`src/rtl/iqtx_pkg.sv`:
```
package iqtx_pkg;

  // Half-beat phase of the forwarded clock
  typedef enum logic {
    PH_LOW  = 1'b0,
    PH_HIGH = 1'b1
  } fclk_phase_e;

  // Number of lane beats needed for one pair of words
  function automatic int beats_per_pair(input int word_w, input int lane_w);
    return (2 * word_w + lane_w - 1) / lane_w;
  endfunction

endpackage

```
`src/rtl/iqtx_hold_slot.sv`:
```
module iqtx_hold_slot #(
  parameter int W = 48
) (
  input  logic         clk,
  input  logic         rst_n,
  input  logic         wr_valid,
  input  logic [W-1:0] wr_data,
  input  logic         rd_take,
  output logic         slot_full,
  output logic [W-1:0] slot_data,
  output logic         wr_ready
);

  logic         full_q;
  logic [W-1:0] data_q;
  logic         wr_fire;

  // Free when empty, or when the reader drains it at this same edge
  assign wr_ready  = !full_q || rd_take;
  assign wr_fire   = wr_valid && wr_ready;
  assign slot_full = full_q;
  assign slot_data = data_q;

  always_ff @(posedge clk or negedge rst_n) begin
    if (!rst_n) begin
      full_q <= 1'b0;
      data_q <= '0;
    end else begin
      if (wr_fire) begin
        full_q <= 1'b1;
        data_q <= wr_data;
      end else if (rd_take) begin
        full_q <= 1'b0;
      end
    end
  end


  slot_take_when_full_chk: assert property (@(posedge clk) disable iff (!rst_n)
    rd_take |-> full_q);


  slot_fill_chk: assert property (@(posedge clk) disable iff (!rst_n)
    wr_fire |=> (full_q && data_q == $past(wr_data)));


  slot_hold_when_blocked_chk: assert property (@(posedge clk) disable iff (!rst_n)
    (full_q && !rd_take) |=> (full_q && $stable(data_q)));

endmodule

```
`src/rtl/iqtx_beat_seq.sv`:
```
module iqtx_beat_seq
  import iqtx_pkg::*;
#(
  parameter int WORD_W = 24,
  parameter int LANE_W = 8
) (
  input  logic                clk,
  input  logic                rst_n,
  input  logic                slot_full,
  input  logic [2*WORD_W-1:0] slot_data,
  output logic                take,
  output logic                busy,
  output logic                pair_end,
  output logic [LANE_W-1:0]   lane_data,
  output logic                lane_clk
);

  localparam int PAIR_W = 2 * WORD_W;
  localparam int BEATS  = beats_per_pair(WORD_W, LANE_W);
  localparam int IDX_W  = (BEATS > 1) ? $clog2(BEATS) : 1;
  localparam logic [IDX_W-1:0] LAST_IDX = IDX_W'(BEATS - 1);

  // Leading beat of a word, most significant lane first
  function automatic logic [LANE_W-1:0] head_beat(input logic [PAIR_W-1:0] w);
    return w[PAIR_W-1 -: LANE_W];
  endfunction

  // Word after the leading beat has been sent
  function automatic logic [PAIR_W-1:0] drop_beat(input logic [PAIR_W-1:0] w);
    return w << LANE_W;
  endfunction

  logic              busy_q;
  fclk_phase_e       phase_q;
  logic [IDX_W-1:0]  idx_q;
  logic [PAIR_W-1:0] shreg_q;
  logic [LANE_W-1:0] data_q;
  logic              fclk_q;

  logic beat_end;
  logic last_beat;

  assign beat_end  = busy_q && (phase_q == PH_HIGH);
  assign last_beat = (idx_q == LAST_IDX);
  assign pair_end  = beat_end && last_beat;
  assign take      = slot_full && (!busy_q || pair_end);

  assign busy      = busy_q;
  assign lane_data = data_q;
  assign lane_clk  = fclk_q;

  always_ff @(posedge clk or negedge rst_n) begin
    if (!rst_n) begin
      busy_q  <= 1'b0;
      phase_q <= PH_LOW;
      idx_q   <= '0;
      shreg_q <= '0;
      data_q  <= '0;
      fclk_q  <= 1'b0;
    end else if (take) begin
      busy_q  <= 1'b1;
      phase_q <= PH_LOW;
      idx_q   <= '0;
      data_q  <= head_beat(slot_data);
      shreg_q <= drop_beat(slot_data);
      fclk_q  <= 1'b0;
    end else if (busy_q && phase_q == PH_LOW) begin
      phase_q <= PH_HIGH;
      fclk_q  <= 1'b1;
    end else if (beat_end) begin
      phase_q <= PH_LOW;
      fclk_q  <= 1'b0;
      if (!last_beat) begin
        idx_q   <= idx_q + 1'b1;
        data_q  <= head_beat(shreg_q);
        shreg_q <= drop_beat(shreg_q);
      end else begin
        busy_q <= 1'b0;
      end
    end
  end


  fclk_single_high_chk: assert property (@(posedge clk) disable iff (!rst_n)
    $rose(fclk_q) |=> !fclk_q);


  data_still_at_rise_chk: assert property (@(posedge clk) disable iff (!rst_n)
    $rose(fclk_q) |-> $stable(data_q));


  idle_fclk_low_chk: assert property (@(posedge clk) disable iff (!rst_n)
    !busy_q |-> !fclk_q);


  seamless_reload_chk: assert property (@(posedge clk) disable iff (!rst_n)
    (pair_end && slot_full) |=> (busy_q && idx_q == '0 && !fclk_q));

endmodule

```
`src/rtl/iq_byte_link_tx.sv`:
```
module iq_byte_link_tx #(
  parameter int SAMPLE_W = 24,
  parameter int LANE_W   = 8
) (
  input  logic                clk,
  input  logic                rst_n,
  input  logic                in_valid,
  input  logic [SAMPLE_W-1:0] in_i,
  input  logic [SAMPLE_W-1:0] in_q,
  output logic                in_ready,
  output logic [LANE_W-1:0]   lane_data,
  output logic                lane_clk
);

  localparam int PAIR_W = 2 * SAMPLE_W;

  logic              slot_full;
  logic [PAIR_W-1:0] slot_data;
  logic              seq_take;
  logic              seq_busy;
  logic              seq_pair_end;
  logic              accept;

  assign accept = in_valid && in_ready;

  iqtx_hold_slot #(
    .W(PAIR_W)
  ) u_slot (
    .clk       (clk),
    .rst_n     (rst_n),
    .wr_valid  (in_valid),
    .wr_data   ({in_i, in_q}),
    .rd_take   (seq_take),
    .slot_full (slot_full),
    .slot_data (slot_data),
    .wr_ready  (in_ready)
  );

  iqtx_beat_seq #(
    .WORD_W(SAMPLE_W),
    .LANE_W(LANE_W)
  ) u_seq (
    .clk       (clk),
    .rst_n     (rst_n),
    .slot_full (slot_full),
    .slot_data (slot_data),
    .take      (seq_take),
    .busy      (seq_busy),
    .pair_end  (seq_pair_end),
    .lane_data (lane_data),
    .lane_clk  (lane_clk)
  );


  first_beat_from_idle_chk: assert property (@(posedge clk) disable iff (!rst_n)
    (accept && !seq_busy && !slot_full) |=> (seq_take && !lane_clk));


  ready_while_draining_chk: assert property (@(posedge clk) disable iff (!rst_n)
    (slot_full && seq_busy && !seq_pair_end) |-> !in_ready);

endmodule

```
`config.mk`:
```
export PLATFORM = sky130hd
export DESIGN_NAME = iq_byte_link_tx
export DESIGN_NICKNAME = d
export VERILOG_FILES = /design/src/rtl/iqtx_pkg.sv /design/src/rtl/iqtx_hold_slot.sv /design/src/rtl/iqtx_beat_seq.sv /design/src/rtl/iq_byte_link_tx.sv
export SDC_FILE = /design/constraint.sdc
export NUM_CORES = 1
export LEC_CHECK = 0
export BUFFER_PORTS_ARGS = -buffer_cell sky130_fd_sc_hd__buf_2
export CORE_ASPECT_RATIO = 1.1
export CORE_MARGIN = 10
export CORE_UTILIZATION = 50
export DETAILED_ROUTE_END_ITERATION = 8
export GPL_ROUTABILITY_DRIVEN = 0
export PLACE_DENSITY = 0.74
export REMOVE_ABC_BUFFERS = 1
export SYNTH_ARGS = -nofsm -noshare
export SYNTH_HDL_FRONTEND = slang
export SYNTH_HIERARCHICAL = 1
export SYNTH_SLANG_ARGS = --single-unit
```
`constraint.sdc`:
```
create_clock -name clk -period 1.94 [get_ports clk]
set_input_delay 0 -clock clk [delete_from_list [all_inputs] [get_ports clk]]
set_output_delay 0 -clock clk [all_outputs]
set_load 0.005 [all_outputs]
```
==> summary.md <==
| Metric | Value |
|---|---|
| Total gr overflow | `0` |
| CTS max path bufs | `2` |
| Clk sinks | `102` |
| Syn Inst Count | `290` |
| Core area | `0.00841 mm^2` |
| Buf+Inv Stages, Crit Path | `3` |
| Fillers | `617` |
| R2R depth | `9` |
| Gr usage total | `0.155` |
| Antenna fix cells | `0` |
| Slew margin rel. | `0.683` |
| Die Y | `117 um` |
| WP data arrival | `2.16 ns` |
| Crit-path cells | `inv_2, ha_4, and3_4, o21ai_4, inv_4, nand2b_4, nand2_8, clkbuf_16, mux2_2` |
| Comb power frac | `0.303` |
| Maximum capacitance violations | `0` |
| Synth warnings | `6` |
| Clk root buf | `clkbuf_8` |
| Layout cells sized above 1 | `0.388` |
| H-tree depth | `3` |
| CP max stage delay | `0.38 ns` |
| Starting density of the core | `0.512` |
| NetSw | `1980 uW` |
| Int Pwr | `5060 uW` |
| Syn Std Cell Area | `0.00430 mm^2` |
| Initial antenna violation count | `0` |
| First-pass GRT wire length | `15,800 um` |
| Crit-path max FO | `8` |
| Most frequent cells in the layout | `102 x dfrtp_1, 59 x buf_2, 50 x dlygate4sd3_1, 32 x nor3b_1, 32 x a221o_1` |
| Total CTS buffers | `9` |
| Port buffer count | `60` |
| P&R area growth vs syn | `30.7%` |
| RR Startpoint | `u_seq/idx_q[1]` |
| Vias in the first global route | `3,107` |
| Leakage | `0.00261 uW` |
| Pwr Density | `1250 mW/mm^2` |
| Setup WS post-layout | `0.0325 ns` |
| Clock Power Share | `0.182` |
| Final Hold Fails | `0` |
| Fin crit share | `0.983` |
| Worst path top cell family by delay | `simple AND/OR/NAND/NOR gates` |
| Residual DRC | `0` |
| Worst EP required | `2.19 ns` |
| Tmin final | `1.91 ns` |
| Clock Latency Late Sink | `0.36 ns` |
| Outcome | `completed` |
| Min-delay worst type | `input port to async pin` |
| FF-to-FF setup slack | `0.03 ns` |
| Clk slew on worst S/H paths | `0.09 ns` |
| Skew final | `0.0125 ns` |
| CP Class | `flop to flop` |
| Num rows | `35` |
| Drt wl/cell | `18.2 um` |
| Dpl ws | `-0.00173 ns` |
| Vias/cell | `5.59` |
| Vias | `2,940` |
| CTS tree | `yes` |
| Post-Place Cells | `454` |
| 1st-pass router iterations | `4` |
| Crit Reg-Reg Endpoint | `u_slot/slot_data[19]` |
| Sequential Power Share | `0.515` |
| Detail Route Antenna Nets | `0` |
| Avg Inst Size Synth | `14.8 um^2` |
| Final Max Slew Viols | `0` |
| Slowest-stage cell, CP | `dfrtp_1` |
| Final Non-Filler Cells | `526` |
| Die width | `108 um` |
| Switch share | `0.282` |
| Worst Max-Slew Pin Slew | `0.476 ns` |
| Largest net degree at the start of global routing | `43` |
| Critical Path Sink Type | `flop` |
| Most common cell after layout, fill and taps aside | `dfrtp_1` |
| DRT iter0 DRCs | `220` |
| CP Launch Type | `flop` |
| Detailed-placement wirelength estimate | `5870 um` |
| Die area | `0.0127 mm^2` |
| Nets | `463` |
| Fmax | `0.524 GHz` |
| Max IR drop VDD | `0.642 mV` |
| Final wirelength | `9560 um` |
| IO Pins | `61` |
| Setup Viol. Count Final | `0` |
-- power by group through the flow --
stage	logic (uW)	clock network [uW]	registers (uW)
after floorplan	1400	0	3460
after global placement	1850	0	3600
after detailed placement	1930	0	3640
after CTS	2050	1310	3600
after global routing	2320	1400	3740
final	2130	1280	3620
-- cell type report --
class,count,area [um^2],area share
Clock inverter,4,30.0,0.00534
Tap cell,111,139,0.0247
Inverter,5,21.3,0.00378
Timing Repair Buffer,132,1110,0.198
Clock buffer,12,165,0.0294
Sequential cell,102,2550,0.454
Multi-Input combinational cell,160,1610,0.286
-- through the flow --
stage | power [uW] | util | hold slack, ns | setup TNS [ns] | instance area (um^2)
detailed placement | 5560 | 0.571 | -0.00536 | -0.00421 | 4800
global placement | 5450 | 0.571 | -0.00606 | 0 | 4800
CTS | 6970 | 0.659 | 0.140 | 0 | 5540
global route | 7460 | 0.669 | 0.181 | -0.150 | 5630
floorplan | 4860 | - | -0.296 | -57.11 | 4150
finish | 7040 | 0.669 | 0.143 | 0 | 5630
-- worst reg2reg max path, cell delays in order, from the launching register on --
cell and delay [ns]:
dfrtp_1 0.38, inv_2 0.07, ha_4 0.16, and3_4 0.16
o21ai_4 0.18, inv_4 0.04, nand2b_4 0.17, nand2_8 0.14
clkbuf_16 0.19, mux2_2 0.33
-- worst max-delay path by stage --
stage	from	to	slack [ns]	cells after the start
global route	u_seq/idx_q[1]	u_slot/slot_data[19]	-0.03	9
detailed placement	u_seq/idx_q[1]	u_slot/slot_data[8]	-0.002	9
floorplan	u_seq/idx_q[0]	u_slot/slot_data[0]	-0.68	7
global placement	u_seq/idx_q[1]	u_slot/slot_data[8]	0.06	9
finish	u_seq/idx_q[1]	u_slot/slot_data[19]	0.03	9
CTS	u_seq/idx_q[1]	u_slot/slot_data[43]	0.03	9
-- metal layers --
metal	vias to the layer above	global-route usage	wire (um)
li1	1349	-	-
met1	1498	0.216	4540
met2	81	0.229	4460
met3	12	0.0438	420
met4	0	0.0457	138
met5	-	0	0
-- timing repair --
action	4_1_cts	5_1_grt
resized for setup	3	3
pin swaps	0	3
hold endpoints to repair	119	0
setup buffers	0	3
hold buffers	50	0
setup endpoints to repair	16	42
gates cloned	1	2
-- registers in the layout (all words and copies together) (netlist names) --
signal            flops
u_seq/idx_q           3
u_seq/busy            1
u_slot/slot_full      1
u_seq/shreg_q        40
u_seq/lane_clk        1
u_slot/slot_data     48
u_seq/lane_data       8
Power figures use the tool's default switching activity.
